<file path="config.mk">
export PLATFORM = sky130hd
export DESIGN_NAME = cctimer
export DESIGN_NICKNAME = d
export VERILOG_FILES = /design/src/rtl/cctimer_pkg.sv /design/src/rtl/cctimer_edgedet.sv /design/src/rtl/cctimer_tickgen.sv /design/src/rtl/cctimer_capch.sv /design/src/rtl/cctimer.sv
export SDC_FILE = /design/constraint.sdc
export NUM_CORES = 1
export LEC_CHECK = 0
export CORE_AREA = 5 5 185 115
export CTS_CLUSTER_SIZE = 14
export DETAILED_ROUTE_END_ITERATION = 12
export DIE_AREA = 0 0 190 120
export SLEW_MARGIN = 20
export SYNTH_ARGS = -nofsm -noshare
export SYNTH_HDL_FRONTEND = slang
export SYNTH_SLANG_ARGS = --single-unit
export TNS_END_PERCENT = 20
</file>
<file path="constraint.sdc">
create_clock -name clk -period 5.1 [get_ports clk]
set_input_delay 0.765 -clock clk [delete_from_list [all_inputs] [get_ports clk]]
set_output_delay 0.765 -clock clk [all_outputs]
set_load 0.01 [all_outputs]
</file>
<file path="src/rtl/cctimer_pkg.sv">
package cctimer_pkg;

    localparam int CNT_W = 16;
    localparam int PRE_W = 3;

    typedef enum logic [1:0] {
        CKS_DIV4 = 2'b00,
        CKS_DIV2 = 2'b01,
        CKS_DIV8 = 2'b10,
        CKS_EXT  = 2'b11
    } clk_src_e;

    typedef struct packed {
        logic     one_shot;
        logic     pwm_en;
        clk_src_e clk_src;
        logic     cap2_rise;
        logic     ext_rise;
    } mode_t;

    localparam logic [3:0] RA_MODE  = 4'd0;
    localparam logic [3:0] RA_STAT  = 4'd1;
    localparam logic [3:0] RA_CAP1H = 4'd2;
    localparam logic [3:0] RA_CAP1L = 4'd3;
    localparam logic [3:0] RA_CAP2H = 4'd4;
    localparam logic [3:0] RA_CAP2L = 4'd5;
    localparam logic [3:0] RA_CMP1H = 4'd6;
    localparam logic [3:0] RA_CMP1L = 4'd7;
    localparam logic [3:0] RA_CMP2H = 4'd8;
    localparam logic [3:0] RA_CMP2L = 4'd9;
    localparam logic [3:0] RA_CNTH  = 4'd10;
    localparam logic [3:0] RA_CNTL  = 4'd11;

    function automatic logic edge_match(input logic prev, input logic cur, input logic rise);
        return rise ? (!prev && cur) : (prev && !cur);
    endfunction

endpackage

</file>
<file path="src/rtl/cctimer_edgedet.sv">
module cctimer_edgedet
    import cctimer_pkg::*;
#(
    parameter int SYNC_STAGES = 2
) (
    input  logic clk,
    input  logic rst,
    input  logic pin,
    input  logic rise_sel,
    output logic hit
);
    logic [SYNC_STAGES-1:0] sync_q;
    logic                   prev_q;

    always_ff @(posedge clk) begin
        if (rst) begin
            sync_q <= '0;
            prev_q <= 1'b0;
        end else begin
            sync_q <= {sync_q[SYNC_STAGES-2:0], pin};
            prev_q <= sync_q[SYNC_STAGES-1];
        end
    end

    assign hit = edge_match(prev_q, sync_q[SYNC_STAGES-1], rise_sel);
endmodule

</file>
<file path="src/rtl/cctimer_tickgen.sv">
module cctimer_tickgen
    import cctimer_pkg::*;
#(
    parameter bit HAS_EXT = 1'b1
) (
    input  logic     clk,
    input  logic     rst,
    input  clk_src_e src,
    input  logic     ext_hit,
    output logic     tick
);
    logic [PRE_W-1:0] pre_q;
    logic             ext_tick;

    always_ff @(posedge clk) begin
        if (rst) pre_q <= '0;
        else     pre_q <= pre_q + 1'b1;
    end

    if (HAS_EXT) begin : g_ext
        assign ext_tick = ext_hit;
    end else begin : g_noext
        assign ext_tick = 1'b0;
    end

    always_comb begin
        case (src)
            CKS_DIV4: tick = &pre_q[1:0];
            CKS_DIV2: tick = pre_q[0];
            CKS_DIV8: tick = &pre_q;
            default:  tick = ext_tick;
        endcase
    end
endmodule

</file>
<file path="src/rtl/cctimer_capch.sv">
module cctimer_capch #(
    parameter int W = 16
) (
    input  logic         clk,
    input  logic         rst,
    input  logic         hit,
    input  logic         extra_set,
    input  logic [W-1:0] cnt,
    input  logic         stat_rd,
    input  logic         lo_acc,
    output logic [W-1:0] cap,
    output logic         flag,
    output logic         armed
);
    always_ff @(posedge clk) begin
        if (rst) begin
            cap   <= '0;
            flag  <= 1'b0;
            armed <= 1'b0;
        end else begin
            if (hit) cap <= cnt;
            if (stat_rd) armed <= flag;
            if (lo_acc) begin
                armed <= 1'b0;
                if (armed) flag <= 1'b0;
            end
            if (hit || extra_set) flag <= 1'b1;
        end
    end
endmodule

</file>
<file path="src/rtl/cctimer.sv">
module cctimer
    import cctimer_pkg::*;
#(
    parameter bit HAS_EXT_CLK  = 1'b1,
    parameter int SYNC_STAGES  = 2
) (
    input  logic       clk,
    input  logic       rst,
    input  logic       wr_en,
    input  logic       rd_en,
    input  logic [3:0] addr,
    input  logic [7:0] wdata,
    output logic [7:0] rdata,
    input  logic       ext_clk,
    input  logic       cap1_in,
    input  logic       cap2_in,
    output logic       pulse_out
);
    localparam int W = CNT_W;

    mode_t              mode_q;
    logic               cap1_rise_q;
    logic [W-1:0]       cmp1_q, cmp2_q, cnt_q, cnt_nxt;
    logic               busy_q, out_q;
    logic               ext_hit, tick;
    logic [1:0]         cap_pin, cap_rise, cap_hit, cap_extra, cap_lo, cap_flag, cap_armed;
    logic [1:0][W-1:0]  cap_val;
    logic               pwm_on, opm_on, mode_wr, pwm_start, trig, wrap, stat_rd;

    cctimer_edgedet #(.SYNC_STAGES(SYNC_STAGES)) u_extdet (
        .clk(clk), .rst(rst), .pin(ext_clk), .rise_sel(mode_q.ext_rise), .hit(ext_hit)
    );

    cctimer_tickgen #(.HAS_EXT(HAS_EXT_CLK)) u_tick (
        .clk(clk), .rst(rst), .src(mode_q.clk_src), .ext_hit(ext_hit), .tick(tick)
    );

    assign cap_pin   = {cap2_in, cap1_in};
    assign cap_rise  = {mode_q.cap2_rise, cap1_rise_q};
    assign cap_extra = {1'b0, wrap};
    assign cap_lo[0] = (wr_en || rd_en) && (addr == RA_CAP1L);
    assign cap_lo[1] = (wr_en || rd_en) && (addr == RA_CAP2L);
    assign stat_rd   = rd_en && (addr == RA_STAT);

    for (genvar i = 0; i < 2; i++) begin : g_cap
        cctimer_edgedet #(.SYNC_STAGES(SYNC_STAGES)) u_det (
            .clk(clk), .rst(rst), .pin(cap_pin[i]), .rise_sel(cap_rise[i]), .hit(cap_hit[i])
        );
        cctimer_capch #(.W(W)) u_ch (
            .clk(clk), .rst(rst), .hit(cap_hit[i]), .extra_set(cap_extra[i]),
            .cnt(cnt_q), .stat_rd(stat_rd), .lo_acc(cap_lo[i]),
            .cap(cap_val[i]), .flag(cap_flag[i]), .armed(cap_armed[i])
        );
    end

    assign pwm_on    = mode_q.pwm_en;
    assign opm_on    = mode_q.one_shot && !mode_q.pwm_en;
    assign mode_wr   = wr_en && (addr == RA_MODE);
    assign pwm_start = mode_wr && wdata[4] && !mode_q.pwm_en;
    assign trig      = opm_on && cap_hit[0] && !busy_q;
    assign wrap      = pwm_on && tick && (cnt_q == cmp2_q);

    always_comb begin
        if (pwm_start || trig || wrap) cnt_nxt = '0;
        else if (tick)                 cnt_nxt = cnt_q + 1'b1;
        else                           cnt_nxt = cnt_q;
    end

    always_ff @(posedge clk) begin
        if (rst) begin
            mode_q      <= '0;
            cap1_rise_q <= 1'b0;
            cmp1_q      <= '0;
            cmp2_q      <= '0;
        end else if (wr_en) begin
            case (addr)
                RA_MODE:  mode_q        <= mode_t'(wdata[5:0]);
                RA_STAT:  cap1_rise_q   <= wdata[0];
                RA_CMP1H: cmp1_q[W-1:8] <= wdata;
                RA_CMP1L: cmp1_q[7:0]   <= wdata;
                RA_CMP2H: cmp2_q[W-1:8] <= wdata;
                RA_CMP2L: cmp2_q[7:0]   <= wdata;
                default: ;
            endcase
        end
    end

    always_ff @(posedge clk) begin
        if (rst) begin
            cnt_q  <= '0;
            out_q  <= 1'b0;
            busy_q <= 1'b0;
        end else begin
            cnt_q <= cnt_nxt;
            if (pwm_on) begin
                out_q  <= (cnt_nxt < cmp1_q);
                busy_q <= 1'b0;
            end else if (opm_on) begin
                if (trig) begin
                    out_q  <= (cmp1_q != '0);
                    busy_q <= (cmp1_q != '0);
                end else if (busy_q && (cnt_nxt == cmp1_q)) begin
                    out_q  <= 1'b0;
                    busy_q <= 1'b0;
                end
            end else begin
                out_q  <= 1'b0;
                busy_q <= 1'b0;
            end
        end
    end

    always_comb begin
        case (addr)
            RA_MODE:  rdata = {2'b00, mode_q};
            RA_STAT:  rdata = {cap_flag[0], cap_flag[1], 5'b0, cap1_rise_q};
            RA_CAP1H: rdata = cap_val[0][W-1:8];
            RA_CAP1L: rdata = cap_val[0][7:0];
            RA_CAP2H: rdata = cap_val[1][W-1:8];
            RA_CAP2L: rdata = cap_val[1][7:0];
            RA_CMP1H: rdata = cmp1_q[W-1:8];
            RA_CMP1L: rdata = cmp1_q[7:0];
            RA_CMP2H: rdata = cmp2_q[W-1:8];
            RA_CMP2L: rdata = cmp2_q[7:0];
            RA_CNTH:  rdata = cnt_q[W-1:8];
            RA_CNTL:  rdata = cnt_q[7:0];
            default:  rdata = 8'h00;
        endcase
    end

    assign pulse_out = out_q;
endmodule

</file>
# Word level (Yosys, flattened, before mapping)
# Index checks and enable logic that the tools add are counted.
# word_totals
ff_bits,105
latchBits,0
ram_bits,0
rom_bits,0
input_bits,19
output_inout_bits,9
word_cells,114
memories,0
# op_classes
addsub,2
mul,0
div_mod_pow,0
magnitude_cmp,1
eq_ne,16
shift,0
muxes,17
bitwise_logic,1
reduce_logical,51
# op_table
operator,n
8-bit case mux with 12 select lines,1
16-bit == test,2
16-bit 2-to-1 mux,2
1-bit logical AND,18
2-bit AND reduction,9
"16-bit by 1-bit adder with 16-bit output, second input constant",1
"4-bit by 3-bit == test with 1-bit output, second input constant",4
"4-bit == test, second input constant",4
16-bit less-than comparator,1
16-bit nonzero test,1
1-bit 2-to-1 mux,13
2-bit nonzero test,5
"4-bit by 2-bit == test with 1-bit output, second input constant",2
1-bit zero test,8
"4-bit by 1-bit == test with 1-bit output, second input constant",1
4-bit zero test,1
1-bit logical OR,4
"4-bit by 2-bit inequality test with 1-bit output, second input constant",1
2-bit OR reduction,2
"3-bit by 1-bit adder with 3-bit output, second input constant",1
1-bit case mux with 3 select lines,1
3-bit AND reduction,1
3-bit OR reduction,1
"2-bit by 1-bit == test with 1-bit output, second input constant",1
other kinds (3),3

# Depth between registers and ports, before layout
# depth
word_depth,14
ltp_mapped,14

# Hierarchy
# A second synthesis with hierarchy kept.
# hier_totals
hier_cells,617
hier_area_um2,5751.8
# modules_own_cells
mod,n_inst,cells_per_inst,area_each_um2,seq_area_each_um2
cctimer,1,463,4012.6,1141.1
cctimer_capch,2,59,655.6,360.3
cctimer_edgedet,3,9,101.3,60.1
cctimer_tickgen,1,9,123.9,60.1

# Worst setup path before layout
# OpenSTA, ideal clock, no wires.
# synth_timing
path_type,input to register
startpoint,input addr[2]
endpoint,register out_q (netlist: pulse_out)
t_arrival_ns,3.219
t_required_ns,5.005
path_slack_ns,1.786
cell_stages,12
cell_sequence,buf_2 -> nor2_2 -> nand4_1 -> o32ai_1 -> clkbuf_1 -> nor3_1 -> ha_1 -> a21oi_1 -> nand2_1 -> a221o_1 -> a211o_1 -> a221oi_1
# synth_between
elab_chain_len,10
# synth_lines
item,line_no,rtl
"start, declared",cctimer.sv:11,"input logic [3:0] addr,"
4-bit zero test *,cctimer.sv:58,assign mode_wr = wr_en && (addr == RA_MODE);
1-bit logical AND *,cctimer.sv:58,
1-bit logical AND * (2 in a row),cctimer.sv:59,assign pwm_start = mode_wr && wdata[4] && !mode_q.pwm_en;
1-bit logical OR * (2 in a row),cctimer.sv:64,if (pwm_start || trig || wrap) cnt_nxt = '0;
16-bit 2-to-1 mux *,cctimer.sv:64,
named net cnt_nxt[14],cctimer.sv:23,"logic [W-1:0] cmp1_q, cmp2_q, cnt_q, cnt_nxt;"
"parallel branches: the longest is 3 deep, another holds 16-bit less-than comparator",n/a,
"end signal, assigned",cctimer.sv:96,out_q <= (cnt_nxt < cmp1_q);
"end signal, assigned",cctimer.sv:100,out_q <= (cmp1_q != '0);
"end, declared",cctimer.sv:24,"logic busy_q, out_q;"
# Mark *: on every way through the listed nets, which the timed path passes.
# A chain may end at the register's enable or synchronous reset.

# Worst setup path after layout
# layout_timing
startpoint,input addr[3]
endpoint,register out_q (netlist: pulse_out)
# The elaborated chain is that of the path after synthesis.

==> flow_metrics.tcl <==
set metrics [dict create \
    rows 40 \
    antenna_found_initial 0 \
    grt_max_degree 106 \
    yosysUniqueCellTypes 62 \
    clk_pin_slew_ns 0.08 \
    finalPower_mw 1.69 \
    finalNetCount 679 \
    grt_pass1_vias 4267 \
    dieWidth_um 190 \
    drive_above_1_share_pct 9.44 \
    startpoint_type "input port" \
    r2r_start "cnt_q[8]" \
    wl_per_cell_um 19.7 \
    startpoint "addr[3]" \
    hold_violations 0 \
    routed_via_density 5.27 \
    vias 4839 \
    yosys_warnings 0 \
    synth_ff_type "dfxtp_1" \
    ant_nets 0 \
    cts_setup_buffers 0 \
    worstPathCellList "clkdlybuf4s50_1 > nor2_2 > nand4_1 > o32ai_4 > buf_4 > nor3_1 > ha_1 > nand4_1 > nor4_1 > nand4_1 > o2111ai_1 > a221oi_1" \
    route.met2.wl_um 6770 \
    slew_viol_final 0 \
    wl_um 18100 \
    tritoncts "yes" \
    crit_slowest_cell "clkdlybuf4s50_1" \
    power.leakage_nw 2.67 \
    place_congestion 0.884 \
    core_area_mm2 0.0196 \
    max_freq_ghz 0.233 \
    postCtsHoldBufs 0 \
    clkSinkCount 105 \
    drv_cap 0 \
    synth.net_count 676 \
    ys_seq_area_share_pct 36.7 \
    fillers 2014 \
    syn_area_mm2 0.00572 \
    die_y_um 120 \
    synth.avg_cell_area_um2 8.97 \
    powerDensity_mw_per_mm2 257 \
    grt_first_pass_wirelength_um 27200 \
    die-area_mm2 0.0228 \
    port_buffers 27 \
    endpoint_kind "register" \
    met1Wirelength_um 9290 \
    cpPeakStageDelay_ns 0.69 \
    max_slew_margin_pct 42.4 \
    path_class "in2reg" \
    crit_top_cell "nand4_1" \
    h-tree-depth 3 \
    fin_crit_ns 4.28 \
    final.setup.tns_ns 0 \
    ir_worst_vdd_mv 0.163 \
    first_iter_violations 695 \
    fin_crit_sh_pct 84.0 \
    antennaDiodeCount 0 \
    met3_length_um 1920 \
    synth_edf_count 0 \
    clockRootBuffer "clkbuf_16" \
    cts_made_buffers 9 \
    dp_hpwl_um 13200 \
    crit_fanout 16 \
    rsz0062_at_grt "no" \
    finalClockSkew_ns 0.00966 \
    multi_input_area_mm2 0.00334 \
    crit_arrival_ns 4.48 \
    setup_viol 0 \
    min_path_type "reg2reg" \
    cts_max_path_buffers 2 \
    seqCellArea_mm2 0.00210 \
    highest_layer "met4" \
    start_util_pct 29.2 \
    status "completed" \
    grtUsageTotal_pct 15.6 \
    synthCells 638 \
    ys_async_sr_fraction_pct 0 \
    hold_path.startpoint "g_cap[0].u_det.sync_q[0]" \
    cp_top_family "simple AND/OR/NAND/NOR gates" \
    synth.ff_latch_count 105 \
    boundaryPins 28 \
    clk_latency_ns 0.36 \
    cp_num_buf_inv 2 \
    ctsResizeCount 0 \
    worst_slew_pin_slew_ns 0.864 \
    synthToLayoutAreaGrowth_pct 14.7 \
    grt_overflow 0 \
    crit_required_ns 5.30 \
    drc_errors 0 \
    first_pass_iters 5 \
]
==> layout make-up <==
cell class	instances	share of cell area, %
Multi-Input combinational cell	460	50.9
Sequential cell	105	32.0
Timing Repair Buffer	46	6.31
Clock inverter	7	1.07
Clock buffer	9	3.43
Tap cell	273	5.20
Inverter	19	1.09
==> routing by layer <==
layer	GRT usage [%]	vias to the layer above
met5	0	-
met4	1.99	0
met3	4.88	9
met2	19.4	227
met1	25.8	2311
li1	-	2292
==> cell usage after synthesis, types with 3 or more instances <==
master / n / share of area, %
mux2i_1: 82 / 14
nor2_1: 86 / 5.6
a21oi_1: 21 / 1.8
a31oi_1: 4 / 0.44
clkbuf_1: 25 / 1.6
xor2_1: 16 / 2.4
buf_2: 26 / 2.3
a221oi_1: 6 / 0.92
nor3_1: 25 / 2.2
nand2b_1: 3 / 0.33
dfxtp_1: 105 / 37
nor4_1: 21 / 2.3
inv_1: 19 / 1.2
a22oi_1: 6 / 0.79
nand4_1: 12 / 1.3
xnor2_1: 15 / 2.3
nor4_2: 6 / 1.3
nor2b_1: 20 / 2.2
nand2_1: 21 / 1.4
mux2_2: 4 / 0.79
and3_1: 10 / 1.1
o21ai_0: 15 / 1.3
a221o_1: 3 / 0.52
and4_1: 4 / 0.61
nand3_1: 17 / 1.5
ha_1: 19 / 4.2
==> stage by stage <==
step / utilization, % / instance area, µm² / hold WS (ns) / cells / worst slack (ns)
finish: 33.5 / 6560 / 0.443 / 919 / 0.816
global placement: 32.0 / 6260 / 0.420 / 903 / 0.633
floorplan: - / 5720 / 0.414 / 638 / 1.79
global route: 33.5 / 6560 / 0.463 / 919 / 0.641
detailed placement: 32.0 / 6260 / 0.429 / 903 / 0.589
CTS: 33.5 / 6560 / 0.447 / 919 / 0.938
==> path summary, 6_finish.rpt <==
check	to	slack, ns	depth (start not counted)
worst min-delay path	g_cap[0].u_det.sync_q[1]	0.44	1
worst max-delay path	pulse_out	0.82	12
worst min register to register	g_cap[0].u_det.sync_q[1]	0.44	1
worst max register to register	pulse_out	1.12	12
==> registers in the layout (all words and copies together) (netlist names), 2 cells and up <==
signal	count
cnt_q	16
cmp2_q	16
mode_q	4
u_tick.pre_q	3
cmp1_q	16
u_extdet.sync_q	2
g_cap.u_ch.cap	32
g_cap.u_ch.flag	2
g_cap.u_det.prev_q	2
g_cap.u_ch.armed	2
g_cap.u_det.sync_q	4
==> layout by cell type, fill, tap and decap left out, drive strengths merged, types with 3 or more instances in the layout <==
master | netlist | final
nand2 | 22 | 22
nor2b | 20 | 20
clkbuf | 25 | 9
mux2 | 4 | 4
mux2i | 82 | 82
dfxtp | 105 | 105
and3 | 10 | 10
nor3 | 26 | 26
a22oi | 6 | 6
ha | 19 | 19
and4 | 4 | 4
inv | 19 | 24
xor2 | 16 | 16
a21oi | 22 | 22
a221o | 3 | 3
a221oi | 6 | 6
nand2b | 3 | 3
nand4 | 12 | 12
a31oi | 4 | 4
nor4b | 3 | 3
buf | 29 | 20
clkdlybuf4s50 | 0 | 26
nor2 | 88 | 88
xnor2 | 15 | 15
nand3 | 17 | 17
nor4 | 29 | 29
o21ai | 15 | 15
==> power breakdown <==
group / leakage (nW) / switching [mW] / internal [mW]
logic: 1.68 / 0.0938 / 0.0549
registers: 0.849 / 0.00953 / 0.829
clock network: 0.142 / 0.352 / 0.347
total: 2.67 / 0.455 / 1.23
==> cell families (layout without fill, tap and decap cells) <==
family | Yosys count | after routing | share of synthesized area (%)
buffers and inverters | 73 | 81 | 5.49
DFF | 105 | 105 | 36.7
and+or+nand+nor | 241 | 241 | 23.1
muxes | 88 | 88 | 15.9
AOI/OAI and AO/OA | 81 | 81 | 9.86
xor gates and xnor gates | 31 | 31 | 4.74
adders and majority gates | 19 | 19 | 4.15
(Power assumes the default switching activity.)
